[src/rtl/dotgen_pkg.sv]
// Package: default geometry of the dot timing chain.
// Stage numbers are 1-based. Stage k is full after k ticks.
package dotgen_pkg;
    localparam int DG_STAGES      = 8;  // length of the fill chain
    localparam int DG_UNBLANK_ON  = 3;  // stage whose filling opens the beam
    localparam int DG_UNBLANK_OFF = 5;  // stage whose filling closes the beam
    localparam int DG_FETCH       = 6;  // stage whose filling requests data
endpackage

[src/rtl/dot_stage_chain.sv]
// Module: dot_stage_chain
// A chain of one-bit stages that fills with ones from stage 0 upward.
// Assumes: clear has priority over advance. Reset leaves the chain full,
// which means idle.
module dot_stage_chain #(
    parameter int STAGES = 8
) (
    input  logic              clk,
    input  logic              rst_n,
    input  logic              clear,
    input  logic              advance,
    output logic [STAGES-1:0] fill
);
    logic [STAGES-1:0] next_in;

    // Purpose: the value each stage takes on advance (a one at the bottom).
    assign next_in = {fill[STAGES-2:0], 1'b1};

    for (genvar i = 0; i < STAGES; i++) begin : g_stage
        logic q;
        // Purpose: one stage of the chain: reset full, clear empty, shift on tick.
        always_ff @(posedge clk) begin
            if (!rst_n)       q <= 1'b1;
            else if (clear)   q <= 1'b0;
            else if (advance) q <= next_in[i];
        end
        assign fill[i] = q;
    end

    // The chain is always a thermometer code.
    assert_thermometer_R2: assert property (@(posedge clk) disable iff (!rst_n)
        (fill & ~next_in) == '0);
    // A clear empties the whole chain in one clock.
    assert_clear_empties_R1: assert property (@(posedge clk) disable iff (!rst_n)
        clear |=> (fill == '0));
    // With no tick and no clear, the chain holds.
    assert_hold_without_tick_R2: assert property (@(posedge clk) disable iff (!rst_n)
        (!clear && !advance) |=> $stable(fill));
endmodule

[src/rtl/dot_ctrl_flop.sv]
// Module: dot_ctrl_flop
// Control flop. It is set by the start strobe and then takes the
// readout-active level at each tick.
// Assumes: clear and advance come from the same strobe/tick decode as the chain.
module dot_ctrl_flop (
    input  logic clk,
    input  logic rst_n,
    input  logic clear,
    input  logic advance,
    input  logic ro_active,
    output logic ctrl
);
    // Purpose: set on start, then follow readout-active at each tick.
    always_ff @(posedge clk) begin
        if (!rst_n)       ctrl <= 1'b0;
        else if (clear)   ctrl <= 1'b1;
        else if (advance) ctrl <= ro_active;
    end

    assert_start_sets_ctrl_R1: assert property (@(posedge clk) disable iff (!rst_n)
        clear |=> ctrl);
    assert_ctrl_follows_ro_R5: assert property (@(posedge clk) disable iff (!rst_n)
        (advance && !clear) |=> (ctrl == $past(ro_active)));
endmodule

[src/rtl/dot_output_decode.sv]
// Module: dot_output_decode
// Decodes the beam window, the data-fetch pulse and the completion flag
// from chosen stages of the chain.
// Assumes: fill is a thermometer code, and ON < OFF <= STAGES, FETCH <= STAGES.
module dot_output_decode #(
    parameter int STAGES = 8,
    parameter int ON     = 3,
    parameter int OFF    = 5,
    parameter int FETCH  = 6
) (
    input  logic              clk,
    input  logic              rst_n,
    input  logic [STAGES-1:0] fill,
    input  logic              ctrl,
    output logic              unblank,
    output logic              get_dot,
    output logic              rest
);
    localparam int ON_IX    = ON - 1;
    localparam int OFF_IX   = OFF - 1;
    localparam int FETCH_IX = FETCH - 1;
    localparam int LAST_IX  = STAGES - 1;

    logic fetch_seen;

    // Purpose: remember the fetch stage from the last clock for edge detection.
    always_ff @(posedge clk) begin
        if (!rst_n) fetch_seen <= 1'b1;
        else        fetch_seen <= fill[FETCH_IX];
    end

    // Purpose: beam window, fetch edge and completion decode.
    always_comb begin
        unblank = fill[ON_IX] & ~fill[OFF_IX] & ctrl;
        get_dot = fill[FETCH_IX] & ~fetch_seen;
        rest    = fill[LAST_IX];
    end

    assert_fetch_single_R6: assert property (@(posedge clk) disable iff (!rst_n)
        get_dot |=> !get_dot);
    assert_beam_off_at_rest_R4: assert property (@(posedge clk) disable iff (!rst_n)
        rest |-> !unblank);
    assert_beam_needs_ctrl_R5: assert property (@(posedge clk) disable iff (!rst_n)
        !ctrl |-> !unblank);
endmodule

[src/rtl/dot_cycle_gen.sv]
// Module: dot_cycle_gen (top)
// Timing generator for one readout dot. It is built from a fill chain, a
// control flop and an output decoder.
// Assumes: tick is a single-clock enable. start_n is synchronous to clk.
module dot_cycle_gen #(
    parameter int STAGES      = dotgen_pkg::DG_STAGES,
    parameter int UNBLANK_ON  = dotgen_pkg::DG_UNBLANK_ON,
    parameter int UNBLANK_OFF = dotgen_pkg::DG_UNBLANK_OFF,
    parameter int FETCH       = dotgen_pkg::DG_FETCH
) (
    input  logic clk,
    input  logic rst_n,
    input  logic start_n,
    input  logic tick,
    input  logic ro_active,
    output logic unblank,
    output logic get_dot,
    output logic rest
);
    logic              clear;
    logic              advance;
    logic              ctrl;
    logic [STAGES-1:0] fill;

    // Purpose: the strobe clears, and a tick outside the strobe advances.
    assign clear   = ~start_n;
    assign advance = start_n & tick;

    dot_stage_chain #(.STAGES(STAGES)) u_chain (
        .clk(clk), .rst_n(rst_n), .clear(clear), .advance(advance), .fill(fill)
    );

    dot_ctrl_flop u_ctrl (
        .clk(clk), .rst_n(rst_n), .clear(clear), .advance(advance),
        .ro_active(ro_active), .ctrl(ctrl)
    );

    dot_output_decode #(
        .STAGES(STAGES), .ON(UNBLANK_ON), .OFF(UNBLANK_OFF), .FETCH(FETCH)
    ) u_dec (
        .clk(clk), .rst_n(rst_n), .fill(fill), .ctrl(ctrl),
        .unblank(unblank), .get_dot(get_dot), .rest(rest)
    );

    assert_start_drops_rest_R7: assert property (@(posedge clk) disable iff (!rst_n)
        !start_n |=> !rest);
    assert_rest_holds_R7: assert property (@(posedge clk) disable iff (!rst_n)
        (rest && start_n) |=> rest);
    assert_start_quiet_R1: assert property (@(posedge clk) disable iff (!rst_n)
        !start_n |=> (!unblank && !get_dot));
endmodule

[config.mk]
export PLATFORM = sky130hd
export DESIGN_NAME = dot_cycle_gen
export DESIGN_NICKNAME = d
export VERILOG_FILES = /design/src/rtl/dotgen_pkg.sv /design/src/rtl/dot_stage_chain.sv /design/src/rtl/dot_ctrl_flop.sv /design/src/rtl/dot_output_decode.sv /design/src/rtl/dot_cycle_gen.sv
export SDC_FILE = /design/constraint.sdc
export NUM_CORES = 1
export LEC_CHECK = 0
export BUFFER_PORTS_ARGS = -buffer_cell sky130_fd_sc_hd__buf_2
export CORE_AREA = 2 2 39 41
export DETAILED_ROUTE_END_ITERATION = 8
export DIE_AREA = 0 0 41 43
export HOLD_SLACK_MARGIN = 0.03
export SETUP_SLACK_MARGIN = 0.02
export SLEW_MARGIN = 25
export SYNTH_ARGS = -nofsm -noshare
export SYNTH_HDL_FRONTEND = slang
export SYNTH_HIERARCHICAL = 1
export SYNTH_SLANG_ARGS = --single-unit
[constraint.sdc]
create_clock -name clk -period 1 [get_ports clk]
set_clock_uncertainty 0.15 [all_clocks]
set_input_delay 0.2 -clock clk [delete_from_list [all_inputs] [get_ports clk]]
set_output_delay 0.2 -clock clk [all_outputs]
set_load 0.01 [all_outputs]
Word level (Yosys, flattened, before mapping)
Index checks and enable logic that the tools add are counted.
{"block": "word_totals", "register_bits": 10, "in_bits": 5, "out_inout_bits": 3, "elab_cells": 35}
{"block": "op_classes", "eq_ne": 1, "muxes": 18, "n_bitwise": 6}
{"op": "$mux W1", "count": 18}
{"op": "$and A1 B1 Y1", "count": 4}
{"op": "$ne A2 B1 Y1 const B", "count": 1}
{"op": "$not A1 Y1", "count": 2}

Longest topological paths before layout
Gate-level depths: netlist of run 1.
{"block": "depth", "ltp_word": 3, "mapped_depth": 4, "mapped_depth_nobuf": 3}

Modules after synthesis
Netlist of run 1, hierarchy kept.
{"module": "dot_stage_chain", "instances": 1, "cells_per_inst": 33, "area_each_um2": 345.3, "seq_area_each_um2": 160.2}
{"module": "dot_output_decode", "instances": 1, "cells_per_inst": 5, "area_each_um2": 48.8, "seq_area_each_um2": 20.0}
{"module": "dot_ctrl_flop", "instances": 1, "cells_per_inst": 3, "area_each_um2": 38.8, "seq_area_each_um2": 20.0}
{"module": "dot_cycle_gen", "instances": 1, "cells_per_inst": 2, "area_each_um2": 10.0, "seq_area_each_um2": 0.0}

Least setup slack after synthesis of run 1
Ideal clock, no wire load.
{"block": "synth_path", "path_kind": "input port to flip-flop", "startpoint": "in tick", "endpoint": "reg u_ctrl.ctrl", "setup_time_ns": 0.115, "arrival_time_ns": 0.816, "t_required_ns": 0.735, "setup_slack_ns": -0.080, "cell_stages": 3, "path_buffers": 0, "path_cell_list": "and2_1 -> mux2_1 -> o21a_1"}
{"block": "synth_between", "elab_chain_len": 2}
{"item": "from (decl)", "line": "dot_cycle_gen.sv:14", "rtl": "input logic tick,"}
{"item": "$and A1 B1 Y1", "line": "dot_cycle_gen.sv:27", "rtl": "assign advance = start_n & tick;"}
{"item": "$ne A2 B1 Y1 (no source line)"}
{"item": "to (signal assigned)", "line": "dot_ctrl_flop.sv:17", "rtl": "else if (advance) ctrl <= ro_active;"}
{"item": "to (decl)", "line": "dot_ctrl_flop.sv:11", "rtl": "output logic ctrl"}
Every way passes these cells.
A chain may end at the register's enable or synchronous reset.

Final worst setup path of run 1
{"block": "layout_path", "startpoint": "reg u_chain.g_stage[4].q", "endpoint": "out unblank"}
{"block": "layout_between", "elab_chain_len": 3}
{"item": "from (decl)", "line": "dot_stage_chain.sv:20", "rtl": "logic q;"}
{"item": "from (signal assigned)", "line": "dot_stage_chain.sv:25", "rtl": "else if (advance) q <= next_in[i];"}
{"item": "$not A1 Y1", "line": "dot_output_decode.sv:34", "rtl": "unblank = fill[ON_IX] & ~fill[OFF_IX] & ctrl;"}
{"item": "$and A1 B1 Y1 (2 in series)", "line": "dot_output_decode.sv:34"}
{"item": "to (decl)", "line": "dot_cycle_gen.sv:16", "rtl": "output logic unblank,"}
Every way passes these cells.

==> results.md, run 1 <==
- Leakage: about 0.24 nW
- CTS buffer count: 3
- Routed Wire Length: ~660 µm
- Status: complete, but fails checks
- Tcrit/Tclk final: 125.2%
- Initial antenna violation count: 0
- Mapped Nets: 44
- CTS root buf: clkbuf_4
- Number of global-route vias before repair: about 290
- Core Util, Final: a little under two fifths
- Grt ovf: 0
- Chip Height: 43 µm
- Fin crit period: ~1.3 ns
- Max Root-Sink Buffers: 2
- Port Buffers: 7
- Post-DRT Antenna Nets: 0
- Slew HR: between 80% and 90%
- Clk pin slew, worst setup/hold paths: 0.07 ns
- Worst VDD drop: roughly 0.00064 V
- Synth Cell Area: between 400 and 500 µm²
- First-pass GRT wire length: between 1000 and 1500 µm
- # nets final: between 50 and 60
- Yosys warns: 6
- Worst Path Max Fanout: 2
- RSZ-0062 raised after global routing: yes
- Routed length per instance: approximately 10 µm
- Synth-to-Final Area Change: 28.48%
- Power Density: 1757 nW/µm²
- Setup WS pre-CTS: -0.1594 ns
- Syn Area/Cell: 10.59 µm²
- Worst setup SP type: flip-flop
- Layout cell share with drive strength beyond 1: a little under half
- Slew @ Worst Pin: 0.2555 ns
- Worst EP required: about 0.65 ns
- WHS: ~0.042 ns
- TritonCTS clock tree: done
- Hold_buf cts: 0
- Count of final max-slew check failures: 0
- Initial Util: 29.84%
- Final Wtd Congestion: roughly 0.64
- Via/cell ratio: between 4 and 5
- Detailed placement HPWL: 448.5 µm
- Mapped Cells: 39
- Failing checks: setup timing
- CP Data Arrival Time: 0.90 ns
- All-Layer GR Usage: 11.07%
- Peak Freq: approximately 0.8 GHz
- # IOs: 8
- Final instance area: about 530 µm²
- Vias: between 200 and 300
- Largest net degree at the start of global routing: 11
- TritonCTS Sinks: 10
- Max-cap violations: 0
- DRT Pass-1 Iters: 2
- Final hold viol count: 0
- Hold Path Class: primary input to flip-flop
- Clk Latency, worst-skew pair: roughly 0.27 ns
- Row cnt: 14
- DR iter-0 viols: 2
- Die area: between 1500 and 2000 µm²
- Final worst slack: -0.2517 ns
- # diodes: 0
- CTS H-Tree Depth: 1
- DP Area: between 400 and 500 µm²
- Final setup violation count: 3
- Core Area: 1384 µm²
- Tot Pwr: slightly above 900 µW
- Die width: 41 µm
- Post-route DRC: 0
- CP Class: flip-flop to primary output
- Setup crit end kind: primary output
-- metal layers --
layer  up-vias  global-route usage [%]  wire, µm
li1        149                       -         -
met5         -                       0         0
met3         4                   4.712        21
met2         6                   13.13       308
met1       126                   12.30       293
met4         0                   14.00        36
-- flip-flops by register name, indices dropped and copies added (netlist names) --
name               cells
u_ctrl/ctrl            1
u_chain/g_stage.q      8
u_dec/fetch_seen       1
-- where the power goes --
group          switching [mW]  internal [mW]  leakage [nW]
sequential             0.0159          0.431        0.0834
clock                   0.144          0.221        0.0210
combinational          0.0472         0.0729         0.133
-- through the flow --
step / std cells / setup TNS [ns]
after global placement: 60 / -0.8442
after floorplan: 39 / -0.04429
after detailed placement: 60 / -0.9249
after global routing: 65 / -0.6136
after CTS: 65 / -0.5101
final: 65 / -0.4663
-- what timing repair did --
item,CTS,global route
endpoints found under the setup margin,4,4
setup buffers,1,0
endpoints found under the hold margin,0,0
resized for setup,4,2
-- final cells by class --
cell class / instances / area, µm²
sequential: 10 / 203.9
inverter: 1 / 3.754
multi-input combinational: 22 / 175.2
fill: 151 / 853.3
clock buffer: 4 / 36.28
tap: 16 / 20.02
timing repair buffer: 12 / 91.34
-- worst max-delay path: stages, from the launching register on --
cell	delay, ns
dfxtp_2	0.32
and3b_2	0.20
buf_6	0.11
-- placed cells by master, fill, tap and decap left out, types with 3 or more instances in the layout --
master,n
mux2i_1,7
o21ai_1,7
dfxtp_1,7
buf_4,5
buf_2,4
clkbuf_4,3
buf_6,3
dfxtp_2,3
-- final timing paths --
kind	start	end	slack, ns	cells after the start
worst min-delay path	rst_n	u_dec/fetch_seen	0.04	2
worst min register to register	u_chain/g_stage[1].q	u_chain/g_stage[1].q	0.38	2
worst max-delay path	u_chain/g_stage[4].q	unblank	-0.25	2
worst max register to register	u_ctrl/ctrl	u_ctrl/ctrl	0.02	2
No activity file was read; power rests on OpenSTA's default activity.
==> inputs of run 2 (changes only) <==
Settings changed: CTS_BUF_LIST set to sky130_fd_sc_hd__clkbuf_16, REMOVE_ABC_BUFFERS set to 1.
==> run 2 against run 1 <==
The run still ends with setup timing left. Cell area rose by 4.7%. Total power rose by 35%. Routed wire length rose by 8.2%. Via count rose by 0.35%. Final cell count fell by 3.1%. Clock power rose by 90%. Critical endpoint unchanged. Largest cell class unchanged. Highest routed layer is now met3.
==> results.md, run 2 (synthesized netlist as in run 1, its figures left out) <==
- Fin crit period: 1.198 ns (-0.05407 ns)
- Max Root-Sink Buffers: 2 (unchanged)
- DP Cell Count: 59 (-1.7%)
- Core Util, Final: 40.14% (+1.8 points)
- CP Class: flip-flop to primary output
- Final Wtd Congestion: 0.6336 (-1.2%)
- Multi-input logic area: 173.9 µm² (-0.71%)
- Number of global-route vias before repair: 255 (-11%)
- Top Registers: u_chain/g_stage.q x8, u_ctrl/ctrl x1, u_dec/fetch_seen x1
- Peak Freq: 0.8350 GHz (+4.5%)
- DR iter-0 viols: 6 (+4)
- Clk pin slew, worst setup/hold paths: 0.04 ns (-0.03 ns)
- DRT Pass-1 Iters: 4 (+2)
- Largest net degree at the start of global routing: 11 (unchanged)
- Worst Path Max Fanout: 2 (unchanged)
- Layout cell share with drive strength beyond 1: 42.55% (-4.4 points)
- Port Buffers: 7 (unchanged)
- RSZ-0062 raised after global routing: yes
- Row cnt: 14 (unchanged)
- Hold_buf cts: 0 (unchanged)
- Setup WS pre-CTS: -0.1837 ns (-0.02433 ns)
- Tot Pwr: 1.259 mW (+35%)
- Die width: 41 µm (unchanged)
- Slew HR: 82.07% (-0.88 points)
- Detailed placement HPWL: 467.1 µm (+4.1%)
- Setup crit end kind: primary output
- Post-DRT Antenna Nets: 0 (unchanged)
- Crit-path max cell delay: 0.30 ns (-0.02 ns)
- Routed length per instance: 11.32 µm (+12%)
- Final setup violation count: 3 (unchanged)
- # IOs: 8 (unchanged)
- Chip Height: 43 µm (unchanged)
- DP Area: 441.7 µm² (-3.6%)
- Commonest non-fill, non-tap cells in the layout: mux2i_1 (7), o21ai_1 (7), dfxtp_1 (6)
- Clk Latency, worst-skew pair: 0.23 ns (-0.04 ns)
- Fin cells: 63 (-3.1%)
- # diodes: 0 (unchanged)
- Count of final max-slew check failures: 0 (unchanged)
- # nets final: 53 (-3.6%)
- Initial Util: 29.84% (unchanged)
- Worst EP required: 0.65 ns (about the same)
- CTS H-Tree Depth: 1 (unchanged)
- Leakage: 0.2459 nW (+3.7%)
- Top Family by Delay on Critical Path: flip-flops
- Core Area: 1384 µm² (unchanged)
- Via/cell ratio: 4.540 (+3.5%)
- Fillers: 133 (-12%)
- Critical path's slowest cell: dfxtp_1
- Post-route DRC: 0 (unchanged)
- Power Density: 2266 nW/µm² (+29%)
- Most flops, register: u_chain/g_stage.q
- Routed Wire Length: 713 µm (+8.2%)
- Tcrit/Tclk final: 119.8% (-5.4 points)
- Status: complete, but fails checks
- Initial antenna violation count: 0 (unchanged)
- Crit path buf inv count: 1 (unchanged)
- Max-cap violations: 0 (unchanged)
- All-Layer GR Usage: 9.970% (-1.1 points)
- Failing checks: setup timing
- CTS buffer count: 3 (unchanged)
- Hold Path Class: primary input to flip-flop
- First-pass GRT wire length: 1110 µm (-3.6%)
- Cells along the critical path: and3b_1 > buf_2
- Synth-to-Final Area Change: 34.55%
- Vias: 286 (+0.35%)
- TritonCTS clock tree: done
- Final hold viol count: 0 (unchanged)
- CTS root buf: clkbuf_16
- CP Data Arrival Time: 0.85 ns (-0.05 ns)
- Final worst slack: -0.1976 ns (+0.05407 ns)
- Die area: 1763 µm² (unchanged)
- Worst VDD drop: 0.0008348 V (+30%)
- Slew @ Worst Pin: 0.2686 ns (+0.01313 ns)
- Register area: 205.2 µm² (+0.61%)
- Worst setup SP type: flip-flop
- Grt ovf: 0 (unchanged)
- Final TNS setup: -0.3368 ns (+0.1295 ns)
- Final instance area: 555.5 µm² (+4.7%)
- WHS: 0.08514 ns (+0.04335 ns)
- Max FFs per register: 8 (unchanged)
- TritonCTS Sinks: 10 (unchanged)
run 2: changes by cell type in the layout (fill, tap and decap cells not counted):
cell / delta
and3b_2: -1
clkinv_1: +1
clkbuf_16: +3
and3b_1: +1
buf_2: +1
dfxtp_2: +1
clkbuf_8: -1
clkbuf_4: -3
dfxtp_1: -1
buf_4: -3
run 2: worst paths after layout:
path | start | endpoint | slack, ns | depth (start not counted)
worst min register to register | u_chain/g_stage[0].q | u_chain/g_stage[0].q | 0.36 | 2
worst min-delay path | rst_n | u_dec/fetch_seen | 0.09 | 2
worst max-delay path | u_chain/g_stage[4].q | unblank | -0.20 | 2
worst max register to register | u_ctrl/ctrl | u_ctrl/ctrl | 0.01 | 2
run 2: layer usage:
metal,global-route usage (%),wire length (µm)
met1,11.04,310
met2,13.75,357
met3,7.853,44
met4,4.000,0
met5,0,0
run 2: final cells by class:
type	count	share of cell area [%]
Clock buffer	3	13.51
Clock inverter	1	0.6757
Inverter	1	0.6757
Multi-Input combinational cell	22	31.31
Sequential cell	10	36.94
Tap cell	16	3.604
Timing Repair Buffer	10	13.29
run 2: repair_timing:
action	in CTS	in global routing
buffers inserted	0	0
pin swaps	0	0
gates cloned	0	0
setup endpoints to repair	4	6
resized for setup	5	5
run 2: where the power goes:
part / internal [mW] / switching (mW)
Combinational: 0.0660 / 0.0486
Clock: 0.523 / 0.171
Sequential: 0.434 / 0.0168
Total: 1.02 / 0.236
==> inputs of run 3 (changes only) <==
Settings changed: ABC_AREA set to 1.
==> run 3 against run 2 <==
Final cell count up 30%. Utilization up 2.0 points. Maximum frequency up 5.5%. Worst setup slack better by 0.062 ns. Synthesized cell count up 49%. Area after synthesis up 8.2%. Critical endpoint unchanged. Total power up 2.2%. Sequential cell count unchanged. Non-clock buffer count unchanged. The flow still finishes with violations (setup timing).
==> results.md, run 3 <==
- CTS root buf: clkbuf_16
- CP Data Arrival Time: 0.79 ns (-0.06 ns)
- Port Buffers: 7 (unchanged)
- Tcrit/Tclk final: 113.5% (-6.2 points)
- CTS H-Tree Depth: 1 (unchanged)
- Synth Cell Area: 446.7 µm² (+8.2%)
- DP Area: 449.2 µm² (+1.7%)
- Cells along the critical path: nand2_2 > nor2_2 > buf_2
- Failing checks: setup timing
- Core Util, Final: 42.13% (+2.0 points)
- # diodes: 0 (unchanged)
- Max-cap violations: 0 (unchanged)
- Top Family by Delay on Critical Path: flip-flops
- Setup WS pre-CTS: -0.1335 ns (+0.05025 ns)
- R2R setup slack: 0.10 ns (+0.09 ns)
- Count of final max-slew check failures: 0 (unchanged)
- Fin cells: 82 (+30%)
- Worst Path Max Fanout: 2 (unchanged)
- Post-DRT Antenna Nets: 0 (unchanged)
- Initial antenna violation count: 0 (unchanged)
- Slew HR: 84.53% (+2.5 points)
- CP Class: flip-flop to primary output
- Fillers: 138 (+3.8%)
- Core Area: 1384 µm² (unchanged)
- Crit-path max cell delay: 0.32 ns (+0.02 ns)
- Power Density: 2206 nW/µm² (-2.7%)
- Layout cell share with drive strength beyond 1: 40.91% (-1.6 points)
- TritonCTS Sinks: 10 (unchanged)
- Worst EP required: 0.65 ns (about the same)
- Max Root-Sink Buffers: 2 (unchanged)
- DRT Pass-1 Iters: 4 (unchanged)
- Final setup violation count: 3 (unchanged)
- Initial Util: 32.28% (+2.4 points)
- Final hold viol count: 0 (unchanged)
- Clk Latency, worst-skew pair: 0.23 ns (about the same)
- DR iter-0 viols: 9 (+3)
- Final Wtd Congestion: 0.6471 (+2.1%)
- Via/cell ratio: 4.329 (-4.6%)
- Commonest non-fill, non-tap cells in the layout: nand3_1 (14), nand2_1 (10), buf_2 (6), dfxtp_1 (6)
- Register area: 205.2 µm² (unchanged)
- Synth-to-Final Area Change: 30.53%
- # nets final: 72 (+36%)
- Mapped Cells: 58 (+49%)
- Slew @ Worst Pin: 0.2317 ns (-0.03688 ns)
- Status: complete, but fails checks
- # IOs: 8 (unchanged)
- Final instance area: 583.1 µm² (+5.0%)
- Chip Height: 43 µm (unchanged)
- Multi-input logic area: 180.2 µm² (+3.6%)
- Die area: 1763 µm² (unchanged)
- All-Layer GR Usage: 11.87% (+1.9 points)
- CTS buffer count: 3 (unchanged)
- Number of global-route vias before repair: 340 (+33%)
- RSZ-0062 raised after global routing: yes
- Vias: 355 (+24%)
- Die width: 41 µm (unchanged)
- Crit path buf inv count: 1 (unchanged)
- Top Registers: u_chain/g_stage.q x8, u_ctrl/ctrl x1, u_dec/fetch_seen x1
- Routed Wire Length: 804 µm (+13%)
- Critical path's slowest cell: dfxtp_2
- TritonCTS clock tree: done
- Row cnt: 14 (unchanged)
- DP Cell Count: 74 (+25%)
- First-pass GRT wire length: 1338 µm (+21%)
- Routed length per instance: 9.805 µm (-13%)
- Largest net degree at the start of global routing: 12 (+1)
- Max FFs per register: 8 (unchanged)
- Leakage: 0.2757 nW (+12%)
- Peak Freq: 0.8807 GHz (+5.5%)
- Syn Area/Cell: 7.701 µm² (-27%)
- Commonest non-fill, non-tap cell in the layout: nand3_1
- Grt ovf: 0 (unchanged)
- Worst setup SP type: flip-flop
- Detailed placement HPWL: 482 µm (+3.2%)
- Final worst slack: -0.1355 ns (+0.06211 ns)
- Hold Path Class: primary input to flip-flop
- Post-route DRC: 0 (unchanged)
- Clk pin slew, worst setup/hold paths: 0.04 ns (about the same)
- Yosys warns: 6 (unchanged)
- Most flops, register: u_chain/g_stage.q
- Worst VDD drop: 0.0006702 V (-20%)
- Setup crit end kind: primary output
- Fin crit period: 1.135 ns (-0.06211 ns)
==> run 3: worst paths after layout <==
| kind | depth (start not counted) | start | endpoint |
|---|---|---|---|
| worst max register to register | 5 | u_ctrl/ctrl | u_ctrl/ctrl |
| worst max-delay path | 3 | u_chain/g_stage[2].q | unblank |
| worst min register to register | 2 | u_chain/g_stage[5].q | u_dec/fetch_seen |
| worst min-delay path | 2 | rst_n | u_chain/g_stage[0].q |
==> run 3: layout make-up <==
type                    count  share of cell area [%]
clock buffers               3                   12.88
inverters                   7                   5.150
well taps                  16                   3.433
multi-input cells          34                   30.90
repair inverters            1                  0.8584
repair buffers             10                   10.94
clock inverters             1                  0.6438
flip-flops and latches     10                   35.19
==> run 3: what timing repair did <==
item | CTS | global route
endpoints found under the setup margin | 3 | 12
setup buffers | 3 | 0
gates cloned | 0 | 1
pin swaps | 1 | 1
gates resized for setup | 7 | 4
hold buffers | 0 | 0
==> run 3: worst register-to-register path, stage by stage (launching register included) <==
cell     delay, ns
dfxtp_2       0.31
buf_4         0.12
inv_1         0.04
nor2_1        0.03
nor2_1        0.10
nor2_1        0.04
==> run 3: through the flow <==
step / hold WS, ns / TNS, ns / power, mW
2_1_floorplan: 0.1189 / 0 / 0.5216
3_3_place_gp: 0.2929 / -0.9772 / 0.5525
3_5_place_dp: 0.2899 / -1.054 / 0.5542
4_1_cts: 0.08439 / -0.2860 / 1.285
5_1_grt: 0.1016 / -0.3927 / 1.341
6_report: 0.08436 / -0.2752 / 1.286
==> run 3: per-layer routing <==
layer / vias up / GRT usage, % / routed length (µm)
li1: 192 / - / -
met1: 151 / 12.62 / 337
met2: 8 / 17.19 / 407
met3: 4 / 4.712 / 32
met4: 0 / 10.00 / 27
met5: - / 0 / 0
==> run 3: where the power goes <==
part           switching, mW  internal [mW]
combinational         0.0695         0.0562
sequential            0.0197          0.436
clock                  0.181          0.523
total                  0.270           1.02
